`config.mk`:
```
export PLATFORM = sky130hd
export DESIGN_NAME = sbuf_uart_tx
export DESIGN_NICKNAME = d
export VERILOG_FILES = /design/src/rtl/sbtx_pkg.sv /design/src/rtl/sbtx_rate.sv /design/src/rtl/sbtx_shreg.sv /design/src/rtl/sbtx_fsm.sv /design/src/rtl/sbuf_uart_tx.sv
export SDC_FILE = /design/constraint.sdc
export NUM_CORES = 1
export LEC_CHECK = 0
export BUFFER_PORTS_ARGS = -buffer_cell sky130_fd_sc_hd__buf_2
export CAP_MARGIN = 20
export CORE_MARGIN = 5
export CORE_UTILIZATION = 30
export DETAILED_ROUTE_END_ITERATION = 10
export GPL_ROUTABILITY_DRIVEN = 0
export SYNTH_ARGS = -nofsm -noshare
export SYNTH_HDL_FRONTEND = slang
export SYNTH_SLANG_ARGS = --single-unit
```
`constraint.sdc`:
```
create_clock -name clk -period 2.04 [get_ports clk]
set_clock_uncertainty 0.2 [all_clocks]
set_input_delay 0.612 -clock clk [delete_from_list [all_inputs] [get_ports clk]]
set_output_delay 0.612 -clock clk [all_outputs]
set_load 0.005 [all_outputs]
```
`src/rtl/sbtx_pkg.sv`:
```
package sbtx_pkg;

    typedef enum logic [2:0] {
        ST_IDLE,
        ST_SYNC,
        ST_START,
        ST_DATA,
        ST_NINTH,
        ST_STOP1,
        ST_STOP2
    } tx_state_e;

    typedef enum logic [1:0] {
        MD_8VAR  = 2'b00,
        MD_9FIX  = 2'b01,
        MD_9VAR  = 2'b10,
        MD_9VARB = 2'b11
    } tx_mode_e;

    typedef struct packed {
        logic nine;
        logic fixed;
        logic two;
        logic bit9;
        logic slow;
    } frame_cfg_t;

endpackage

```
`src/rtl/sbtx_rate.sv`:
```
module sbtx_rate #(
    parameter int FIX_LOG2 = 5
) (
    input  logic clk,
    input  logic rst_n,
    input  logic use_fixed,
    input  logic slow,
    input  logic ext_tick,
    output logic bit_tick
);
    localparam int CW = FIX_LOG2 + 1;

    logic [CW-1:0] cnt_q;
    logic          fix_tick;

    always_ff @(posedge clk) begin
        if (!rst_n) cnt_q <= '0;
        else        cnt_q <= cnt_q + 1'b1;
    end

    always_comb begin
        if (slow) fix_tick = &cnt_q;
        else      fix_tick = &cnt_q[FIX_LOG2-1:0];
        bit_tick = use_fixed ? fix_tick : ext_tick;
    end

    // the internal tick is never two cycles wide
    assert_fixed_tick_single_R6: assert property (@(posedge clk) disable iff (!rst_n)
        fix_tick |=> !fix_tick);

endmodule

```
`src/rtl/sbtx_shreg.sv`:
```
module sbtx_shreg #(
    parameter int DATA_W = 8
) (
    input  logic              clk,
    input  logic              rst_n,
    input  logic              load,
    input  logic              shift,
    input  logic [DATA_W-1:0] din,
    output logic              lsb
);
    logic [DATA_W-1:0] sh_q;

    always_ff @(posedge clk) begin
        if (!rst_n)     sh_q <= '0;
        else if (load)  sh_q <= din;
        else if (shift) sh_q <= {1'b0, sh_q[DATA_W-1:1]};
    end

    assign lsb = sh_q[0];

    // zeros are shifted in from the top as bits leave at the bottom
    assert_shift_fill_R3: assert property (@(posedge clk) disable iff (!rst_n)
        (shift && !load) |=> !sh_q[DATA_W-1]);

endmodule

```
`src/rtl/sbtx_fsm.sv`:
```
module sbtx_fsm
    import sbtx_pkg::*;
#(
    parameter int DATA_W = 8
) (
    input  logic       clk,
    input  logic       rst_n,
    input  logic       wr_en,
    input  logic       bit_tick,
    input  frame_cfg_t cfg,
    input  logic       lsb,
    input  logic       done_clr,
    output logic       load,
    output logic       shift,
    output logic       txd,
    output logic       busy,
    output logic       done
);
    localparam int CNT_W = (DATA_W > 1) ? $clog2(DATA_W) : 1;
    localparam logic [CNT_W-1:0] LAST_BIT = CNT_W'(DATA_W - 1);

    tx_state_e        state_q, state_d;
    logic [CNT_W-1:0] bitcnt_q;
    logic             done_q;
    logic             enter_last;

    // next-state logic
    always_comb begin
        state_d = state_q;
        unique case (state_q)
            ST_IDLE:  if (wr_en)    state_d = ST_SYNC;
            ST_SYNC:  if (bit_tick) state_d = ST_START;
            ST_START: if (bit_tick) state_d = ST_DATA;
            ST_DATA:  if (bit_tick && bitcnt_q == LAST_BIT)
                          state_d = cfg.nine ? ST_NINTH : ST_STOP1;
            ST_NINTH: if (bit_tick) state_d = ST_STOP1;
            ST_STOP1: if (bit_tick) state_d = cfg.two ? ST_STOP2 : ST_IDLE;
            ST_STOP2: if (bit_tick) state_d = ST_IDLE;
            default:                state_d = ST_IDLE;
        endcase
    end

    // state register
    always_ff @(posedge clk) begin
        if (!rst_n) state_q <= ST_IDLE;
        else        state_q <= state_d;
    end

    always_comb begin
        load       = (state_q == ST_IDLE) && wr_en;
        shift      = (state_q == ST_DATA) && bit_tick;
        enter_last = ((state_d == ST_STOP1) && (state_q != ST_STOP1) && !cfg.two) ||
                     ((state_d == ST_STOP2) && (state_q != ST_STOP2));
    end

    always_ff @(posedge clk) begin
        if (!rst_n) begin
            bitcnt_q <= '0;
            done_q   <= 1'b0;
        end else begin
            if (state_q == ST_START) bitcnt_q <= '0;
            else if (shift)          bitcnt_q <= bitcnt_q + 1'b1;
            if (enter_last)          done_q <= 1'b1;
            else if (done_clr)       done_q <= 1'b0;
        end
    end

    // outputs
    always_comb begin
        busy = (state_q != ST_IDLE);
        done = done_q;
        unique case (state_q)
            ST_START: txd = 1'b0;
            ST_DATA:  txd = lsb;
            ST_NINTH: txd = cfg.bit9;
            default:  txd = 1'b1;
        endcase
    end

    // line is high whenever no frame is in progress
    assert_idle_line_high_R1: assert property (@(posedge clk) disable iff (!rst_n)
        !busy |-> txd);

    // the line only drops inside a frame
    assert_low_only_in_frame_R2: assert property (@(posedge clk) disable iff (!rst_n)
        $fell(txd) |-> busy);

    // done rises only in a stop bit of a running frame
    assert_done_in_stop_R8: assert property (@(posedge clk) disable iff (!rst_n)
        $rose(done) |-> (busy && txd));

endmodule

```
`src/rtl/sbuf_uart_tx.sv`:
```
module sbuf_uart_tx
    import sbtx_pkg::*;
#(
    parameter int DATA_W   = 8,
    parameter int FIX_LOG2 = 5
) (
    input  logic              clk,
    input  logic              rst_n,
    input  logic              wr_en,
    input  logic [DATA_W-1:0] wr_data,
    input  logic              baud_tick,
    input  logic [1:0]        mode,
    input  logic              bit9_in,
    input  logic              two_stop,
    input  logic              fix_div64,
    input  logic              done_clr,
    output logic              txd,
    output logic              busy,
    output logic              done
);
    frame_cfg_t cfg_q;
    logic       load;
    logic       shift;
    logic       bit_tick;
    logic       lsb;

    // frame settings captured at the accepted write
    always_ff @(posedge clk) begin
        if (!rst_n) begin
            cfg_q <= '0;
        end else if (load) begin
            cfg_q.nine  <= (tx_mode_e'(mode) != MD_8VAR);
            cfg_q.fixed <= (tx_mode_e'(mode) == MD_9FIX);
            cfg_q.two   <= two_stop;
            cfg_q.bit9  <= bit9_in;
            cfg_q.slow  <= fix_div64;
        end
    end

    sbtx_rate #(.FIX_LOG2(FIX_LOG2)) u_rate (
        .clk       (clk),
        .rst_n     (rst_n),
        .use_fixed (cfg_q.fixed),
        .slow      (cfg_q.slow),
        .ext_tick  (baud_tick),
        .bit_tick  (bit_tick)
    );

    sbtx_shreg #(.DATA_W(DATA_W)) u_shreg (
        .clk   (clk),
        .rst_n (rst_n),
        .load  (load),
        .shift (shift),
        .din   (wr_data),
        .lsb   (lsb)
    );

    sbtx_fsm #(.DATA_W(DATA_W)) u_fsm (
        .clk      (clk),
        .rst_n    (rst_n),
        .wr_en    (wr_en),
        .bit_tick (bit_tick),
        .cfg      (cfg_q),
        .lsb      (lsb),
        .done_clr (done_clr),
        .load     (load),
        .shift    (shift),
        .txd      (txd),
        .busy     (busy),
        .done     (done)
    );

    // a write during a frame does not end or restart it
    assert_write_ignored_R9: assert property (@(posedge clk) disable iff (!rst_n)
        (busy && wr_en && !bit_tick) |=> busy);

endmodule

```
==> results of run 1 <==
## report_power, final
part | switching, uW | internal, uW | total [uW]
Sequential | 39.1 | 547 | 586
Combinational | 113 | 115 | 228
Clock | 163 | 263 | 426
## stage by stage
stage / hold slack (ns) / setup WS, ns / cells
after floorplan: 0.220 / -0.0507 / 148
after global placement: 0.252 / -0.148 / 221
after detailed placement: 0.251 / -0.176 / 221
after CTS: 0.267 / -0.0910 / 224
after global routing: 0.312 / -0.200 / 225
final: 0.275 / -0.118 / 225
## repair_timing
action,in CTS,in global routing
endpoints found under the setup margin,10,12
resized for setup,4,10
pin swaps,2,3
gates cloned,0,1
## worst max-delay path by stage
stage	cells after the start	to	from	slack (ns)
floorplan	6	u_fsm.done	baud_tick	-0.05
global route	10	u_fsm.done	u_rate.cnt_q[0]	-0.20
global placement	6	u_fsm.done	baud_tick	-0.15
finish	10	u_fsm.done	u_rate.cnt_q[0]	-0.12
detailed placement	6	u_fsm.done	baud_tick	-0.18
CTS	11	u_fsm.done	u_rate.cnt_q[1]	-0.09
## worst max-delay path, cell delays in order (launching register included)
cell and delay, ns:
dfxtp_2 0.34, ha_4 0.16, nand3_4 0.09, inv_2 0.05, ha_4 0.15, nand2b_4 0.07, o211ai_4 0.09, nand2_4 0.08
mux2_4 0.31, o32a_1 0.34, o41ai_2 0.18
## cell type report
| cell class | count | area share |
|---|---|---|
| multi-input combinational | 106 | 0.473 |
| sequential | 26 | 0.317 |
| timing repair buffer | 32 | 0.114 |
| tap | 50 | 0.0375 |
| clock buffer | 3 | 0.0248 |
| clock inverter | 1 | 0.0180 |
| inverter | 7 | 0.0158 |
## layout by cell type, fill, tap and decap left out, types with 4 or more instances in the layout
master	instances
dfxtp_2	4
dfxtp_1	21
buf_2	20
mux2i_1	9
inv_1	5
nor3_1	4
a211oi_1	7
nor2_1	16
a21oi_1	9
nand2_1	12
buf_4	12
## flip-flops by register name, summed over array words and instances, names as in the netlist
register and count:
u_shreg.sh_q 8, u_rate.cnt_q 6, cfg_q 5, u_fsm.bitcnt_q 3, u_fsm.state_q 3, u_fsm.done 1
## cells in the mapped netlist (3+ instances only)
| library cell | count |
|---|---|
| mux2i_1 | 10 |
| inv_1 | 7 |
| nand2_1 | 13 |
| dfxtp_1 | 26 |
| a211oi_1 | 7 |
| ha_1 | 4 |
| and2_1 | 3 |
| o21ai_0 | 3 |
| clkbuf_1 | 8 |
| nand3_1 | 4 |
| nor3_1 | 5 |
| nor2_1 | 16 |
| a21oi_1 | 10 |
## cells by family (layout without fill, tap and decap cells)
| family | count (synthesis) | in the layout |
|---|---|---|
| compound gates | 31 | 31 |
| simple gates | 56 | 57 |
| buf+inv | 17 | 43 |
| xor+xnor | 3 | 3 |
| flops | 26 | 26 |
| mux | 11 | 11 |
| fa+ha+maj | 4 | 4 |
## per-layer routing
metal  GRT usage  wire length [um]  vias to the layer above  share of wire
met5           0                 0                        -              0
met4      0.0641                68                        0          0.025
met3      0.0185               103                        5          0.037
met2       0.153              1180                       20           0.43
met1       0.144              1420                      479           0.51
li1            -                 -                      575              -
==> flow_summary.toml, run 1 <==
[status]
status = "complete, but fails checks"
violations = "negative setup slack"

[global_routing]
grt_pass1_vias = 1020
antenna_found_initial = 0
grt_pass1_wl_um = 4510
grt_max_degree = 22
overflow = 0
grt_usage = 0.105

[logic_synthesis]
seq_area_frac_synth = 0.405
synth_mux_area_frac = 0.0896
synth_edf_count = 0
synth_warnings = 0
synth_nets = 170
synth-xor-area-share = 0.0204
synth_cell_types = 38
yosys-top-cells-area = "dfxtp_1 (41%), mux2i_1 (7.8%), nor2_1 (4.7%)"
synth.avg_cell_area_um2 = 8.68
synth_compound_area_frac = 0.176
synth_top_family_by_area = "simple AND/OR/NAND/NOR gates"
yosys.area_share.simple = 0.216
synth_top_area_frac = 0.405
ys_async_sr_fraction = 0
synth_area_mm2 = 0.00128
synthAdderAreaFrac = 0.0389
syn_inst = 148
synth_top_area_cell = "dfxtp_1"
ys_ff_latch = 26
ys.flop_type = "dfxtp_1"

[critical_path]
end_kind = "flop"
reg2reg_slack_ns = -0.12
critPathKind = "flop to flop"
r2r_cells = 10
cp.required_ns = 2.02
crit_fanout = 3
arrival_ns = 2.14
r2r_start = "u_rate.cnt_q[0]"
crit_path_start_kind = "flop"
r2r-end = "u_fsm.done"

[routing]
drtPass1Iterations = 4
detail-route-antenna-nets = 0
drt_iter0_markers = 46
drt_wl_total_um = 2770
drc_errors = 0
wire_per_inst_um = 12.3
vias = 1079
vias_per_cell = 4.80

[layout]
register_area_um2 = 529
final_core_util = 0.408
fillerInstances = 431
multi_input_area_um2 = 788
nets = 198
fin_area_mm2 = 0.00167
area_delta_synth_final_pct = 29.8
diodes = 0
drive_gt1_frac = 0.354

[sta]
setup_tns_ns = -0.118
fin_crit_sh = 1.06
worst_pin_slew_ns = 0.675
maxSlewHeadroom = 0.550
final_hold_viol_count = 0
finalCriticalPeriod_ns = 2.16
rsz0062_at_grt = "true"
clock.fmax_mhz = 463
setup_viol = 1
fin_ws_ns = -0.118
slew_violations = 0

[clock_network]
cts_sinks = 26
cts_tree = "built"
clkTransAtPathRegs_ns = 0.09
insertion_delay_ns = 0.28
htreeDepth = 1
cts_hold_buf = 0
cts_buffers = 3
clk_path_buf_depth = 2
post_cts_buffers = 0
root_buffer = "clkbuf_8"

[placed_design]
placed_area_mm2 = 0.00156
port_buffers = 20
hpwl_um = 2000

[floorplan]
die_w_um = 75.4
pin_count = 21
num_rows = 23
start_util = 0.314
dieArea_mm2 = 0.00569
fp.dieH_um = 75.4
coreArea_mm2 = 0.00409

[power_and_ir_drop]
powerDensity_mw_per_mm2 = 743
leakagePower_uw = 0.000753
ir_worst_vdd_v = 0.000406
power.total_uw = 1240

[min_path]
worstHoldEndpoint = "cfg_q[1]"
whs_path_depth = 2
hold_path_class = "flop to flop"
min-delay-start = "cfg_q[1]"

[run]
cap_violations = 0
No activity file was read; power rests on OpenSTA's default activity.
==> inputs of run 2 (changes only) <==
- CORE_UTILIZATION: 30 -> 49
- PLACE_DENSITY: not set -> 0.74
==> run 2 against run 1 <==
  * The flow still finishes with violations (negative setup slack)
  * Final cell count is 6.7% lower
  * Utilization up 27 points
  * Sequential power about the same
  * Worst setup slack worse by 0.057 ns
  * Via count grew 8.6%
  * Register-to-register slack got worse by 0.06 ns
  * Total power down 4.0%
  * Worst hold slack lost 0.0050 ns
  * First-iteration DRC count grew 87%
  * Clock power down 15%
  * Wire length up 13%
  * Die area down 34%
  * Critical endpoint unchanged
==> flow_summary.toml, run 2 (synthesized netlist as in run 1, its figures left out) <==
[status]
status = "complete, but fails checks"
violations = "negative setup slack"

[routing]
drtPass1Iterations = 4
wire_per_inst_um = 14.9
drt_wl_total_um = 3130
drc_errors = 0
vias = 1172
drt_iter0_markers = 86
vias_per_cell = 5.58
detail-route-antenna-nets = 0

[clock_network]
clkTransAtPathRegs_ns = 0.15
root_buffer = "clkbuf_4"
cts_buffers = 3
clk_path_buf_depth = 2
cts_hold_buf = 0
cts_sinks = 26
insertion_delay_ns = 0.33
htreeDepth = 1
cts_tree = "built"

[global_routing]
overflow = 0
grt_pass1_wl_um = 4970
grt_usage = 0.177
antenna_found_initial = 0
grt_max_degree = 21
grt_pass1_vias = 1157

[critical_path]
cp.required_ns = 2.09
critPathKind = "flop to flop"
r2r-end = "u_fsm.done"
arrival_ns = 2.26
crit_fanout = 4
worstPathCellList = "ha_4 > nand3_4 > inv_2 > ha_4 > nand2b_4 > o211ai_4 > nand2_4 > buf_6 > mux2i_2 > o32a_1 > o41ai_2"
cpPeakStageDelay_ns = 0.38
crit_family = "compound AO/OA/AOI/OAI gates"
crit_path_start_kind = "flop"
slowest_stage = "dfxtp_2"
r2r_cells = 11
path_common_cell = "ha_4"
end_kind = "flop"
worst-path-buf-inv = 2
r2r_start = "u_rate.cnt_q[1]"
reg2reg_slack_ns = -0.18

[layout]
largestRegisters = "u_shreg.sh_q x8, u_rate.cnt_q x6, cfg_q x5"
fin_area_mm2 = 0.00169
largest_reg_flops = 8
diodes = 0
nets = 203
area_delta_synth_final_pct = 31.8
drive_gt1_frac = 0.367
final_common_cell = "dfxtp_1"
final_core_util = 0.678
top_register = "u_shreg.sh_q"
mostFrequentLayoutCells = "dfxtp_1 (22), buf_2 (20), nor2_1 (16), buf_4 (14), nand2_1 (13)"

[sta]
rsz0062_at_grt = "true"
maxSlewHeadroom = 0.728
worst_pin_slew_ns = 0.407
whs_ns = 0.270
final_hold_viol_count = 0
finalCriticalPeriod_ns = 2.22
setup_viol = 15
fin_crit_sh = 1.09
fin_ws_ns = -0.175
clock.fmax_mhz = 451
setup_tns_ns = -1.19
slew_violations = 0

[floorplan]
fp.dieH_um = 61.2
coreArea_mm2 = 0.00250
dieArea_mm2 = 0.00375
pin_count = 21
num_rows = 18
die_w_um = 61.2
start_util = 0.514

[min_path]
hold_path_class = "flop to flop"
min-delay-start = "cfg_q[1]"
worstHoldEndpoint = "cfg_q[1]"
whs_path_depth = 2

[power_and_ir_drop]
p_switching_uw = 321
combPwrFrac = 0.203
intPower_uw = 868
p_seq_frac = 0.494
clkPwrFrac = 0.303
powerDensity_mw_per_mm2 = 702
sw_frac_of_total = 0.270
leakagePower_uw = 0.000782
ir_worst_vdd_v = 0.000685

[placed_design]
placed_area_mm2 = 0.00153
hpwl_um = 2150
port_buffers = 20

[run]
cap_violations = 0
run 2: worst min-delay path, cell delays in order (launching register included):
cell	delay, ns
dfxtp_1	0.34
nand2_1	0.05
a21oi_1	0.05
run 2: layout make-up:
cell class | instances | area (um2)
fillers | 214 | 806
multi-input cells | 105 | 777
flip-flops and latches | 26 | 526
repair buffers | 38 | 275
well taps | 30 | 37.5
clock inverters | 1 | 30.0
inverters | 7 | 26.3
clock buffers | 3 | 22.5
run 2: worst max path at each step:
stage	startpoint	endpoint	slack (ns)	depth (start not counted)
final	u_rate.cnt_q[1]	u_fsm.done	-0.18	11
after global routing	u_rate.cnt_q[1]	u_fsm.done	-0.27	11
after CTS	u_rate.cnt_q[1]	u_shreg.sh_q[4]	-0.17	11
after detailed placement	baud_tick	u_fsm.done	-0.20	6
after global placement	baud_tick	u_fsm.done	-0.14	6
after floorplan	baud_tick	u_fsm.done	-0.05	6
run 2: layer usage:
metal / share of wire / global-route usage
met5: 0 / 0
met3: 0.051 / 0.0524
met2: 0.52 / 0.305
met1: 0.41 / 0.211
met4: 0.021 / 0.0557
run 2: timing repair:
action / CTS / global route
endpoints found under the setup margin: 15 / 16
pin swaps: 2 / 4
gates cloned: 1 / 0
resized for setup: 5 / 9
buffers inserted: 2 / 3
run 2: power by group through the flow:
stage | Clock, uW | Sequential (uW) | Combinational (uW)
2_1_floorplan | 0 | 578 | 155
5_1_grt | 388 | 594 | 267
3_5_place_dp | 0 | 596 | 214
6_report | 360 | 588 | 241
4_1_cts | 363 | 586 | 222
3_3_place_gp | 0 | 592 | 204
run 2: metrics by stage:
stage	total power, uW	instances	setup WS, ns
finish	1190	210	-0.175
CTS	1170	207	-0.165
global placement	796	200	-0.143
floorplan	733	148	-0.0507
global route	1250	210	-0.265
detailed placement	810	200	-0.200
